[config.mk]
export PLATFORM = sky130hd
export DESIGN_NAME = tmr_core
export DESIGN_NICKNAME = d
export VERILOG_FILES = /design/src/rtl/tmr_pkg.sv /design/src/rtl/tmr_src_sel.sv /design/src/rtl/tmr_prescale.sv /design/src/rtl/tmr_counter.sv /design/src/rtl/tmr_core.sv
export SDC_FILE = /design/constraint.sdc
export NUM_CORES = 1
export LEC_CHECK = 0
export ABC_AREA = 1
export BUFFER_PORTS_ARGS = -buffer_cell sky130_fd_sc_hd__buf_2
export CAP_MARGIN = 20
export CORE_MARGIN = 2
export CORE_UTILIZATION = 45
export CTS_BUF_LIST = sky130_fd_sc_hd__clkbuf_16
export CTS_CLUSTER_DIAMETER = 50
export DETAILED_ROUTE_END_ITERATION = 7
export GPL_TIMING_DRIVEN = 0
export PLACE_DENSITY = 0.66
export SLEW_MARGIN = 25
export SYNTH_ARGS = -nofsm -noshare
export SYNTH_HDL_FRONTEND = slang
export SYNTH_SLANG_ARGS = --single-unit
[constraint.sdc]
create_clock -name clk -period 6.1 [get_ports clk]
set_input_delay 0.61 -clock clk [delete_from_list [all_inputs] [get_ports clk]]
set_output_delay 0.61 -clock clk [all_outputs]
set_load 0.01 [all_outputs]
[src/rtl/tmr_pkg.sv]
package tmr_pkg;
    typedef enum logic [1:0] {
        M_STOP = 2'b00,
        M_UP   = 2'b01,
        M_CONT = 2'b10,
        M_UPDN = 2'b11
    } tmr_mode_e;

    typedef enum logic {
        ST_UP   = 1'b0,
        ST_DOWN = 1'b1
    } tmr_dir_e;
endpackage

[src/rtl/tmr_src_sel.sv]
module tmr_src_sel #(
    parameter int NSRC  = 4,
    parameter int SEL_W = 2
) (
    input  logic [NSRC-1:0]  src_pulse,
    input  logic [SEL_W-1:0] src_sel,
    output logic             pulse
);
    always_comb begin
        pulse = 1'b0;
        for (int i = 0; i < NSRC; i++) begin
            if (SEL_W'(i) == src_sel) pulse = src_pulse[i];
        end
    end
endmodule

[src/rtl/tmr_prescale.sv]
module tmr_prescale #(
    parameter int PRE_W = 3
) (
    input  logic       clk,
    input  logic       rst_n,
    input  logic       clr,
    input  logic       pulse,
    input  logic [1:0] div_sel,
    output logic       tick
);
    logic [PRE_W-1:0] pre_q;
    logic [PRE_W-1:0] mask;

    always_comb begin
        mask = PRE_W'((1 << div_sel) - 1);
        tick = pulse && ((pre_q & mask) == mask);
    end

    always_ff @(posedge clk) begin
        if (!rst_n || clr) pre_q <= '0;
        else if (pulse)    pre_q <= pre_q + PRE_W'(1);
    end

    // with no source pulse and no clear, the divider must not move
    p_pre_hold_r2: assert property (@(posedge clk) disable iff (!rst_n)
        (!pulse && !clr) |=> $stable(pre_q));
endmodule

[src/rtl/tmr_counter.sv]
module tmr_counter
    import tmr_pkg::*;
#(
    parameter int CNT_W = 16
) (
    input  logic             clk,
    input  logic             rst_n,
    input  logic             tick,
    input  logic [1:0]       mode,
    input  logic [1:0]       len_sel,
    input  logic [CNT_W-1:0] period,
    input  logic             clr,
    input  logic             wr_cnt,
    input  logic [CNT_W-1:0] wr_data,
    output logic [CNT_W-1:0] cnt,
    output logic             wrap,
    output logic             eq_per,
    output logic             eq_zero
);
    localparam logic [CNT_W-1:0] ONES = {CNT_W{1'b1}};
    localparam logic [CNT_W-1:0] ONE  = CNT_W'(1);

    tmr_mode_e        mode_e;
    tmr_dir_e         st_q, st_d;
    logic [CNT_W-1:0] cnt_q, cnt_d, cnt_max;

    assign mode_e = tmr_mode_e'(mode);

    always_comb begin
        unique case (len_sel)
            2'd0: cnt_max = ONES;
            2'd1: cnt_max = ONES >> 4;
            2'd2: cnt_max = ONES >> 6;
            default: cnt_max = ONES >> 8;
        endcase
    end

    // next-state and count process
    always_comb begin
        cnt_d = cnt_q;
        st_d  = st_q;
        wrap  = 1'b0;
        if (mode_e != M_UPDN) st_d = ST_UP;
        if (clr) begin
            cnt_d = '0;
            st_d  = ST_UP;
        end else if (wr_cnt) begin
            cnt_d = wr_data & cnt_max;
        end else if (tick) begin
            unique case (mode_e)
                M_STOP: cnt_d = cnt_q;
                M_UP: begin
                    if (period != '0) begin
                        if (cnt_q >= period) begin
                            cnt_d = '0;
                            wrap  = 1'b1;
                        end else begin
                            cnt_d = cnt_q + ONE;
                        end
                    end
                end
                M_CONT: begin
                    if (cnt_q >= cnt_max) begin
                        cnt_d = '0;
                        wrap  = 1'b1;
                    end else begin
                        cnt_d = cnt_q + ONE;
                    end
                end
                M_UPDN: begin
                    if (period != '0) begin
                        unique case (st_q)
                            ST_UP: begin
                                if (cnt_q >= period) begin
                                    if (cnt_q <= ONE) begin
                                        cnt_d = '0;
                                        wrap  = (cnt_q == ONE);
                                        st_d  = ST_UP;
                                    end else begin
                                        cnt_d = cnt_q - ONE;
                                        st_d  = ST_DOWN;
                                    end
                                end else begin
                                    cnt_d = cnt_q + ONE;
                                end
                            end
                            ST_DOWN: begin
                                if (cnt_q <= ONE) begin
                                    cnt_d = '0;
                                    wrap  = (cnt_q == ONE);
                                    st_d  = ST_UP;
                                end else begin
                                    cnt_d = cnt_q - ONE;
                                end
                            end
                        endcase
                    end
                end
            endcase
        end
    end

    // state register process
    always_ff @(posedge clk) begin
        if (!rst_n) begin
            st_q  <= ST_UP;
            cnt_q <= '0;
        end else begin
            st_q  <= st_d;
            cnt_q <= cnt_d;
        end
    end

    // output process
    always_comb begin
        cnt     = cnt_q;
        eq_per  = tick && (mode_e != M_STOP) && (cnt_q == period);
        eq_zero = tick && (mode_e != M_STOP) && (cnt_q == '0);
    end

    p_stop_hold_r3: assert property (@(posedge clk) disable iff (!rst_n)
        (mode_e == M_STOP && !clr && !wr_cnt) |=> $stable(cnt_q));

    p_wrap_zero_r4: assert property (@(posedge clk) disable iff (!rst_n)
        wrap |=> (cnt_q == '0));

    p_down_step_r6: assert property (@(posedge clk) disable iff (!rst_n)
        (st_q == ST_DOWN && mode_e == M_UPDN && tick && period != '0
         && cnt_q > ONE && !clr && !wr_cnt) |=> (cnt_q == $past(cnt_q) - ONE));

    p_per_zero_r7: assert property (@(posedge clk) disable iff (!rst_n)
        ((mode_e == M_UP || mode_e == M_UPDN) && period == '0 && !clr && !wr_cnt)
        |=> $stable(cnt_q));

    p_clear_r9: assert property (@(posedge clk) disable iff (!rst_n)
        clr |=> (cnt_q == '0 && st_q == ST_UP));
endmodule

[src/rtl/tmr_core.sv]
module tmr_core #(
    parameter int CNT_W = 16,
    parameter int NSRC  = 4,
    parameter int PRE_W = 3
) (
    input  logic                     clk,
    input  logic                     rst_n,
    input  logic [NSRC-1:0]          src_pulse,
    input  logic [$clog2(NSRC)-1:0]  src_sel,
    input  logic [1:0]               div_sel,
    input  logic [1:0]               mode,
    input  logic [1:0]               len_sel,
    input  logic                     clr,
    input  logic                     wr_cnt,
    input  logic                     wr_per,
    input  logic [CNT_W-1:0]         wr_data,
    input  logic                     flag_clr,
    input  logic                     irq_en,
    output logic [CNT_W-1:0]         cnt,
    output logic                     ovf_flag,
    output logic                     irq,
    output logic                     eq_per,
    output logic                     eq_zero
);
    localparam int SEL_W = $clog2(NSRC);

    logic             sel_pulse, tick, wrap;
    logic [CNT_W-1:0] per_q;
    logic             flag_q;

    tmr_src_sel #(.NSRC(NSRC), .SEL_W(SEL_W)) u_src (
        .src_pulse(src_pulse), .src_sel(src_sel), .pulse(sel_pulse)
    );

    tmr_prescale #(.PRE_W(PRE_W)) u_pre (
        .clk(clk), .rst_n(rst_n), .clr(clr), .pulse(sel_pulse),
        .div_sel(div_sel), .tick(tick)
    );

    tmr_counter #(.CNT_W(CNT_W)) u_cnt (
        .clk(clk), .rst_n(rst_n), .tick(tick), .mode(mode), .len_sel(len_sel),
        .period(per_q), .clr(clr), .wr_cnt(wr_cnt), .wr_data(wr_data),
        .cnt(cnt), .wrap(wrap), .eq_per(eq_per), .eq_zero(eq_zero)
    );

    always_ff @(posedge clk) begin
        if (!rst_n) begin
            per_q  <= '0;
            flag_q <= 1'b0;
        end else begin
            if (wr_per) per_q <= wr_data;
            if (wrap)          flag_q <= 1'b1;
            else if (flag_clr) flag_q <= 1'b0;
        end
    end

    assign ovf_flag = flag_q;
    assign irq      = flag_q & irq_en;

    p_flag_set_r10: assert property (@(posedge clk) disable iff (!rst_n)
        wrap |=> ovf_flag);

    p_flag_hold_r10: assert property (@(posedge clk) disable iff (!rst_n)
        (ovf_flag && !flag_clr) |=> ovf_flag);

    p_flag_wrap_r5: assert property (@(posedge clk) disable iff (!rst_n)
        $rose(ovf_flag) |-> (cnt == '0));
endmodule

After elaboration in Yosys (flattened, before gate mapping)
Index checks and enable logic that the tools add are counted.

Mux-type cells: 37. Bitwise logic cells: 5. Reductions and logical operators: 16. $lt $le $gt $ge: 3. Shift-type cells: 1. Add/subtract/negate cells: 4. Equal/unequal tests: 15.

Operators with widths (count): two-way mux 16 bit (8); one-hot mux 16 bit (3 select lines) (2); >= comparator 16 bit (2); one-hot mux 16 bit (2 select lines) (1); two-way mux 1 bit (23); adder 16 x 1 -> 16 bit (second input constant) (1); AND 16 bit (1); == test 16 x 1 -> 1 bit (second input constant) (1); == test 16 bit (1); <= comparator 16 x 1 -> 1 bit (second input constant) (1); zero test 16 bit (1); nonzero test 16 bit (1); subtractor 16 x 1 -> 16 bit (second input constant) (1); == test 2 bit (second input constant) (3); zero test 2 bit (3); != test 3 x 2 -> 1 bit (second input constant) (2); nonzero test 2 bit (3); == test 2 x 1 -> 1 bit (second input constant) (2); == test 2 bit (first input constant) (2); logical AND 1 bit (4); != test 2 bit (second input constant) (2); one-hot mux 1 bit (2 select lines) (2); AND reduction 4 bit (1); adder 3 x 1 -> 3 bit (second input constant) (1); other kinds (11) (12).

Output and inout bits: 20. Bits in registers: 37. Bits of input ports: 35. Logic and storage cells: 86.

Logic depth before layout (Yosys ltp)
Gate-level depths: netlist (run 1).

Depth in word-level cells: 10. Gate-level depth with buffers: 15. Gate-level depth less buffers: 15.

Modules after synthesis
Synthesis (run 1) repeated with hierarchy kept, for this count alone.

Cells, all modules: 593. Area, all modules: 3609.7 µm².

By module, submodules not included: tmr_counter (times used 1, seq. area each 340.3 µm², cells each 481, area an instance 2807.7 µm²); tmr_core (times used 1, seq. area each 340.3 µm², cells each 76, area an instance 595.6 µm²); tmr_prescale (times used 1, seq. area each 60.1 µm², cells each 23, area an instance 155.1 µm²); tmr_src_sel (times used 1, seq. area each 0.0 µm², cells each 13, area an instance 51.3 µm²).

Least setup slack after synthesis (run 1)
OpenSTA, ideal clock, no wires.

Path type: input to register. From: input len_sel[1]. To: register u_cnt.cnt_q[15], in the netlist u_cnt.cnt[15]. Library setup time: 128 ps. Buffers on the path: 1. Data arrival time: 2225 ps. Path slack: 3747 ps. Cell stages on the path: 13. Cell sequence: nor2_1 -> inv_1 -> ha_1 -> nand2_1 -> nor4_1 -> a21oi_1 -> nand2_1 -> o21ai_4 -> buf_6 -> nand2_1 -> nand2_1 -> a21oi_1 -> nor2_1.

Longest elaborated chain between the ends: 7.

Ends and longest elaborated chain: start, declared (RTL line tmr_core.sv:12) `input logic [1:0] len_sel,`; == test 2 bit, or another cell as far along (RTL line tmr_counter.sv:30) `unique case (len_sel)`; one-hot mux 16 bit (3 select lines) * (RTL line tmr_counter.sv:30); >= comparator 16 bit (RTL line tmr_counter.sv:63) `if (cnt_q >= cnt_max) begin`; two-way mux 16 bit (RTL line tmr_counter.sv:63); one-hot mux 16 bit (3 select lines) (RTL line tmr_counter.sv:50) `unique case (mode_e)`; two-way mux 16 bit (RTL line tmr_counter.sv:49) `end else if (tick) begin`; two-way mux 16 bit * (RTL line tmr_counter.sv:47) `end else if (wr_cnt) begin`; end signal, assigned (RTL line tmr_counter.sv:110) `cnt_q <= cnt_d;`; end, declared (RTL line tmr_counter.sv:25) `logic [CNT_W-1:0] cnt_q, cnt_d, cnt_max;`.

Mark *: on every way between the ends. The rest lies on a longest branch, timed or not. The select of a mux whose other input is x is not followed. A chain may end at the register's enable or synchronous reset.

Worst setup path in the final report (run 1)
From: input len_sel[1]. To: register u_cnt.cnt_q[10], in the netlist u_cnt.cnt[10].

The elaborated chain is that of the path after synthesis.

==> impl_results.md, run 1 <==
- Status: finished clean
- Worst Setup Slack, final: 3.41 ns
- Overflow left after global routing: 0
- Share of power burned in registers: 0.342
- Clock root cell: clkbuf_16
- Fin crit share: 0.440
- Hold path endpoint: per_q[1]
- Clock net sink count: 37
- Leakage Power: 0.00202 uW
- Multi-input gate area: 2290 um^2
- Register area: 741 um^2
- Starting Density: 0.468
- Worst Hold Class: reg2reg
- Hold_buf cts: 0
- CP dominant cell by count: nand2_1
- Longest Clk Path Bufs: 2
- CTS buffer count: 5
- Share of cells above drive strength 1: 0.152
- Top_reg_cell synth: dfxtp_1
- Worst-path cell chain: buf_2 > nor2_1 > inv_1 > ha_1 > a21oi_1 > o21a_1 > nand2_1 > a21oi_1 > nand2_1 > o21ai_4 > buf_6 > nand2_1 > nand2_1 > nand2_1 > a21oi_1
- CP Launch Type: input pin
- Via count: 3,857
- Row count: 31
- Peak VDD IR: 0.133 mV
- Total number of yosys warnings: 0
- Critical-path top delay cell: ha_1
- Post-synth EDFFs: 0
- Reg2reg end: u_cnt.cnt[10]
- # fillers: 766
- Mapped Nets: 614
- Initial antenna violation count: 0
- Post-CTS Setup Bufs: 0
- Vias per cell: 5.43
- DR WL/cell: 15.1 um
- WP data arrival: 2.90 ns
- GPL Wtd Cong: 0.939
- GRT Util Overall: 0.259
- Delay-heaviest family, CP: compound AO/OA/AOI/OAI gates
- CTS clock-pin slew for the worst setup and hold paths: 0.06 ns
- Worst-case clock skew: 0.00415 ns
- Largest net degree at the start of global routing: 13
- Die span in y: 91.3 um
- Ant. Diodes: 0
- Post-Syn Area: 3430 um^2
- Worst slew margin: 0.604
- Hold_sp: per_q[1]
- P_int: 519 uW
- Yosys reg bits: 37
- Hold path depth: 2
- Port Buffers: 53
- Die ar.: 8340 um^2
- Starting DRC count in detailed routing: 335
- P_sw: 254 uW
- Crit-path max cell delay: 0.32 ns
- Detailed placement HPWL: 8.43 mm
- Post-synthesis sequential area ratio: 0.216
- Worst reg2reg setup slack: 3.65 ns
- Fmax: 372 MHz
- Reg2reg path depth: 13
- Final nets: 674
- CP Data Required Time: 6.32 ns
- Die Width: 91.3 um
- Post-cts sizing count: 0
- Yosys top cell area share: 0.216
- Share of total power in combinational logic: 0.275
- Clk pwr share: 0.382
- Area delta synth->final: 16.2%
- CORE AREA: 7330 um^2
- Max FO, Critical Path: 10
- Post-Synthesis Cells: 550
- Pwr Density: 194 nW/um^2
- Htree depth: 2
- DRT Wirelength: 10.7 mm
- Setup crit end kind: flop
- Ys async rst share: 0
- Top cells by area, synth: dfxtp_1 22%, nand2_1 16%, ha_1 11%
- Final Hold Vio Count: 0
- Worst slew pin tran: 0.594 ns
- Crit path time final: 2.69 ns
- Synthesized area per cell: 6.24 um^2
- Max-slew violations: 0
- Detailed Routing Iterations Pass 1: 6
- MaxCap Viol Count: 0
- Yosys top cell by area: dfxtp_1
- Number of distinct library cells after synthesis: 37
- Crit path buf inv count: 3
- Fin Setup TNS: 0 ns
- Critical R2R Launch: u_cnt.cnt[7]
- Vias in the first global route: 3,614
- Final setup vio count: 0
- Post-place setup slack: 3.17 ns
- First-pass GRT wire length: 17.4 mm
- Latest clock arrival within the worst-skew pair: 0.28 ns
- Critical setup path kind: in2reg
- Unrepaired setup endpoints after global routing: no
- Ports: 55
- CTS tree: yes
- Sw frac: 0.329
- DRC Markers: 0
- Post-route ant nets: 0
stage by stage:
step	power, uW	hold WS, ns	cell area (um^2)	std cells	util
after floorplan	414	0.444	3430	550	-
after global placement	474	0.462	3820	702	0.521
after detailed placement	479	0.471	3820	702	0.521
after CTS	775	0.481	3990	710	0.544
after global routing	814	0.505	3990	710	0.544
final	773	0.478	3990	710	0.544
worst min-delay path, stage by stage, from the launching register on:
cell and delay, ns:
dfxtp_1 0.30, inv_1 0.07, a21oi_1 0.06
worst max path at each step:
| stage | startpoint | to | slack [ns] | cells past startpoint |
|---|---|---|---|---|
| 2_1_floorplan | len_sel[1] | u_cnt.cnt[15] | 3.75 | 13 |
| 3_3_place_gp | len_sel[1] | u_cnt.cnt[10] | 3.24 | 15 |
| 3_5_place_dp | len_sel[1] | u_cnt.cnt[10] | 3.17 | 15 |
| 4_1_cts | len_sel[1] | u_cnt.cnt[10] | 3.46 | 15 |
| 5_1_grt | len_sel[1] | u_cnt.cnt[10] | 3.16 | 15 |
| 6_report | len_sel[1] | u_cnt.cnt[10] | 3.41 | 15 |
placed cells by master, fill, tap and decap left out, types with 3 or more instances in the layout:
cell and instances:
a21oi_1 47, nor4_1 3, nand2_1 145, nor3_2 4, nor2_1 44, o21ai_0 39, clkbuf_1 8, nor3_1 6
buf_6 4, o21ai_1 5, ha_1 29, xor2_1 23, buf_2 55, clkinv_1 3, inv_1 68, inv_2 5
nand3_1 39, nand4_1 11, nor2_2 4, dfxtp_1 37, buf_4 4, clkbuf_16 5
synthesized netlist by cell type, types with 4 or more instances:
| cell type | n |
|---|---|
| a21oi_1 | 47 |
| o21ai_1 | 5 |
| nand4_1 | 11 |
| inv_1 | 68 |
| ha_1 | 29 |
| nor3_1 | 6 |
| clkbuf_1 | 8 |
| o21ai_0 | 39 |
| nor3_2 | 4 |
| nand3_1 | 39 |
| buf_4 | 4 |
| buf_6 | 4 |
| nand2_1 | 145 |
| nor2_2 | 4 |
| inv_2 | 5 |
| dfxtp_1 | 37 |
| nor2_1 | 44 |
| xor2_1 | 23 |
per-layer routing:
metal / share of wire / vias up / GRT usage
li1: - / 1921 / -
met1: 0.45 / 1768 / 0.340
met2: 0.47 / 152 / 0.456
met3: 0.064 / 16 / 0.0299
met4: 0.013 / 0 / 0.0543
met5: 0 / - / 0
power by group through the flow:
| stage | clock [uW] | sequential (uW) | combinational (uW) |
|---|---|---|---|
| global route | 308 | 266 | 240 |
| detailed placement | 0 | 270 | 209 |
| global placement | 0 | 269 | 204 |
| finish | 296 | 265 | 213 |
| CTS | 300 | 264 | 210 |
| floorplan | 0 | 268 | 147 |
state kept, by name, indices dropped and copies added (netlist names):
register     count
ovf_flag         1
per_q           16
u_cnt.cnt       16
u_cnt.st_q       1
u_pre.pre_q      3
logic make-up (layout without fill, tap and decap cells):
kind of cell	Yosys count	after routing	synth area share
AO/OA/AOI/OAI	104	104	0.165
XOR/XNOR	23	23	0.0587
adder cells (fa/ha/maj)	29	29	0.106
buffers and inverters	93	154	0.116
flip-flops	37	37	0.216
AND/OR/NAND/NOR	264	264	0.339
layout make-up:
| cell class | count | area share |
|---|---|---|
| sequential | 37 | 0.186 |
| buffer | 18 | 0.0289 |
| clock buffer | 5 | 0.0314 |
| clock inverter | 3 | 0.0104 |
| inverter | 75 | 0.0706 |
| tap | 99 | 0.0311 |
| multi-input combinational | 420 | 0.575 |
| timing repair buffer | 53 | 0.0665 |
Power figures use the tool's default switching activity.
==> inputs of run 2 (changes only) <==
PLACE_DENSITY = 0.68   (was 0.66)
clock period = 2.4 ns   (was 6.1 ns; I/O delays follow)
==> impl_results.md, run 2 (synthesized netlist as in run 1, its figures left out) <==
- Status: finished clean
- WL met3: 651 um (-5.0%)
- GPL Wtd Cong: 0.925 (-1.6%)
- CP dominant cell by count: nand2_1
- Longest Clk Path Bufs: 2 (unchanged)
- Worst Setup Slack, final: 0.118 ns (-3.30 ns)
- Fin crit share: 0.951
- CTS clock-pin slew for the worst setup and hold paths: 0.06 ns (about the same)
- Worst Hold Class: in2reg
- Port Buffers: 53 (unchanged)
- Initial antenna violation count: 0 (unchanged)
- Via count: 3,863 (+0.16%)
- Worst slew pin tran: 0.590 ns (-0.00349 ns)
- Finished Layout Cells: 712 (+0.28%)
- DRT Wirelength: 10.8 mm (+0.97%)
- MaxCap Viol Count: 0 (unchanged)
- Worst reg2reg setup slack: 0.12 ns (-3.53 ns)
- Clock root cell: clkbuf_16
- First-pass GRT wire length: 17.3 mm (-0.40%)
- Latest clock arrival within the worst-skew pair: 0.28 ns (about the same)
- Multi-input gate area: 2340 um^2 (+2.1%)
- Worst-path cell chain: ha_1 > a21oi_1 > nor2_1 > nor2_1 > nand2_1 > nor2_4 > nand2_1 > o21ai_4 > buf_6 > nand2_1 > nand2_1 > nand2_1 > a21oi_1
- Critical-path top delay cell: dfxtp_2
- Overflow left after global routing: 0 (unchanged)
- Final setup vio count: 0 (unchanged)
- Crit-path max cell delay: 0.43 ns (+0.11 ns)
- Setup crit end kind: flop
- Vias in the first global route: 3,617 (+0.083%)
- CORE AREA: 7330 um^2 (unchanged)
- Final nets: 676 (+0.30%)
- DR WL/cell: 15.2 um (+0.69%)
- Fin Setup TNS: 0 ns (unchanged)
- # fillers: 726 (-5.2%)
- Final Util: 0.555 (+0.0109)
- DRC Markers: 0 (unchanged)
- Max FO, Critical Path: 10 (unchanged)
- CP Data Required Time: 2.61 ns (-3.71 ns)
- Area delta synth->final: 18.5%
- Die Width: 91.3 um (unchanged)
- Placed cell count: 702 (unchanged)
- Unrepaired setup endpoints after global routing: yes
- Ports: 55 (unchanged)
- GRT Util Overall: 0.258 (-0.00139)
- Die span in y: 91.3 um (unchanged)
- Row count: 31 (unchanged)
- Htree depth: 2 (unchanged)
- Vias per cell: 5.43 (-0.13%)
- Met2 Routed Length: 5.14 mm (+2.1%)
- Post-route ant nets: 0 (unchanged)
- Post-place setup slack: -0.205 ns (-3.37 ns)
- Commonest non-fill, non-tap cell in the layout: nand2_1
- Register area: 753 um^2 (+1.7%)
- Delay-heaviest family, CP: simple AND/OR/NAND/NOR gates
- Hold_buf cts: 0 (unchanged)
- DR top layer: met4
- Share of cells above drive strength 1: 0.183 (+0.0305)
- CP Launch Type: flop
- Leakage Power: 0.00204 uW (+0.87%)
- Detailed Routing Iterations Pass 1: 5 (-1)
- Worst slew margin: 0.607 (+0.00232)
- CTS buffer count: 5 (unchanged)
- Worst-case clock skew: 0.00363 ns (-0.000521 ns)
- Critical setup path kind: reg2reg
- Pwr Density: 490 nW/um^2 (+150%)
- Clock net sink count: 37 (unchanged)
- Starting DRC count in detailed routing: 261 (-22%)
- Largest net degree at the start of global routing: 13 (unchanged)
- Fmax: 438 MHz
- Met1 wire length: 4.85 mm (+0.46%)
- CTS tree: yes
- Detailed placement HPWL: 8.36 mm (-0.79%)
- WP data arrival: 2.49 ns (-0.41 ns)
- Max-slew violations: 0 (unchanged)
- Peak VDD IR: 0.312 mV (+140%)
- Starting Density: 0.468 (unchanged)
- Crit path time final: 2.28 ns
- Die ar.: 8340 um^2 (unchanged)
- Crit path buf inv count: 1 (-2)
- Pwr Total: 1990 uW (+160%)
- Final Hold Vio Count: 0 (unchanged)
- Most frequent cells in the layout: 144 x nand2_1, 66 x inv_1, 55 x buf_2, 45 x a21oi_1, 41 x nor2_1
- Ant. Diodes: 0 (unchanged)
[run 2: area by class of cell]
class | instances | share of cell area
Multi-Input combinational cell | 420 | 0.576
Clock buffer | 5 | 0.0308
Buffer | 18 | 0.0283
Timing Repair Buffer | 55 | 0.0689
Tap cell | 99 | 0.0305
Sequential cell | 37 | 0.185
Clock inverter | 3 | 0.0102
Inverter | 75 | 0.0701
[run 2: worst paths after layout]
path / from / to / cells after the start
min: wr_data[0] / per_q[0] / 3
min reg2reg: u_pre.pre_q[2] / u_pre.pre_q[2] / 2
max reg2reg: u_cnt.cnt[13] / u_cnt.cnt[11] / 13
max: u_cnt.cnt[13] / u_cnt.cnt[11] / 13
[run 2: metal layers]
metal	vias to the layer above	track usage
met5	-	0
met4	0	0.0606
met3	14	0.0357
met2	135	0.443
met1	1790	0.341
li1	1924	-
[run 2: per-stage QoR]
step	area, um^2	hold slack (ns)
after floorplan	3430	0.375
after global placement	3820	0.462
after detailed placement	3820	0.468
after CTS	3990	0.221
after global routing	4070	0.226
final	4070	0.221
[run 2: what timing repair did]
action / CTS / global route
pin swaps: 0 / 4
gates cloned: 0 / 0
gates resized for setup: 2 / 19
buffers inserted: 0 / 2
endpoints found under the hold margin: 0 / 0
endpoints found under the setup margin: 1 / 17
[run 2: tightest hold or removal path, stage by stage]
cell and delay, ns:
buf_2 0.10, nor2_1 0.05, nor2_1 0.08
[run 2: power by group]
part           internal, uW  switching (uW)
combinational           201             371
clock                   486             261
sequential              643            29.2
total                  1330             662
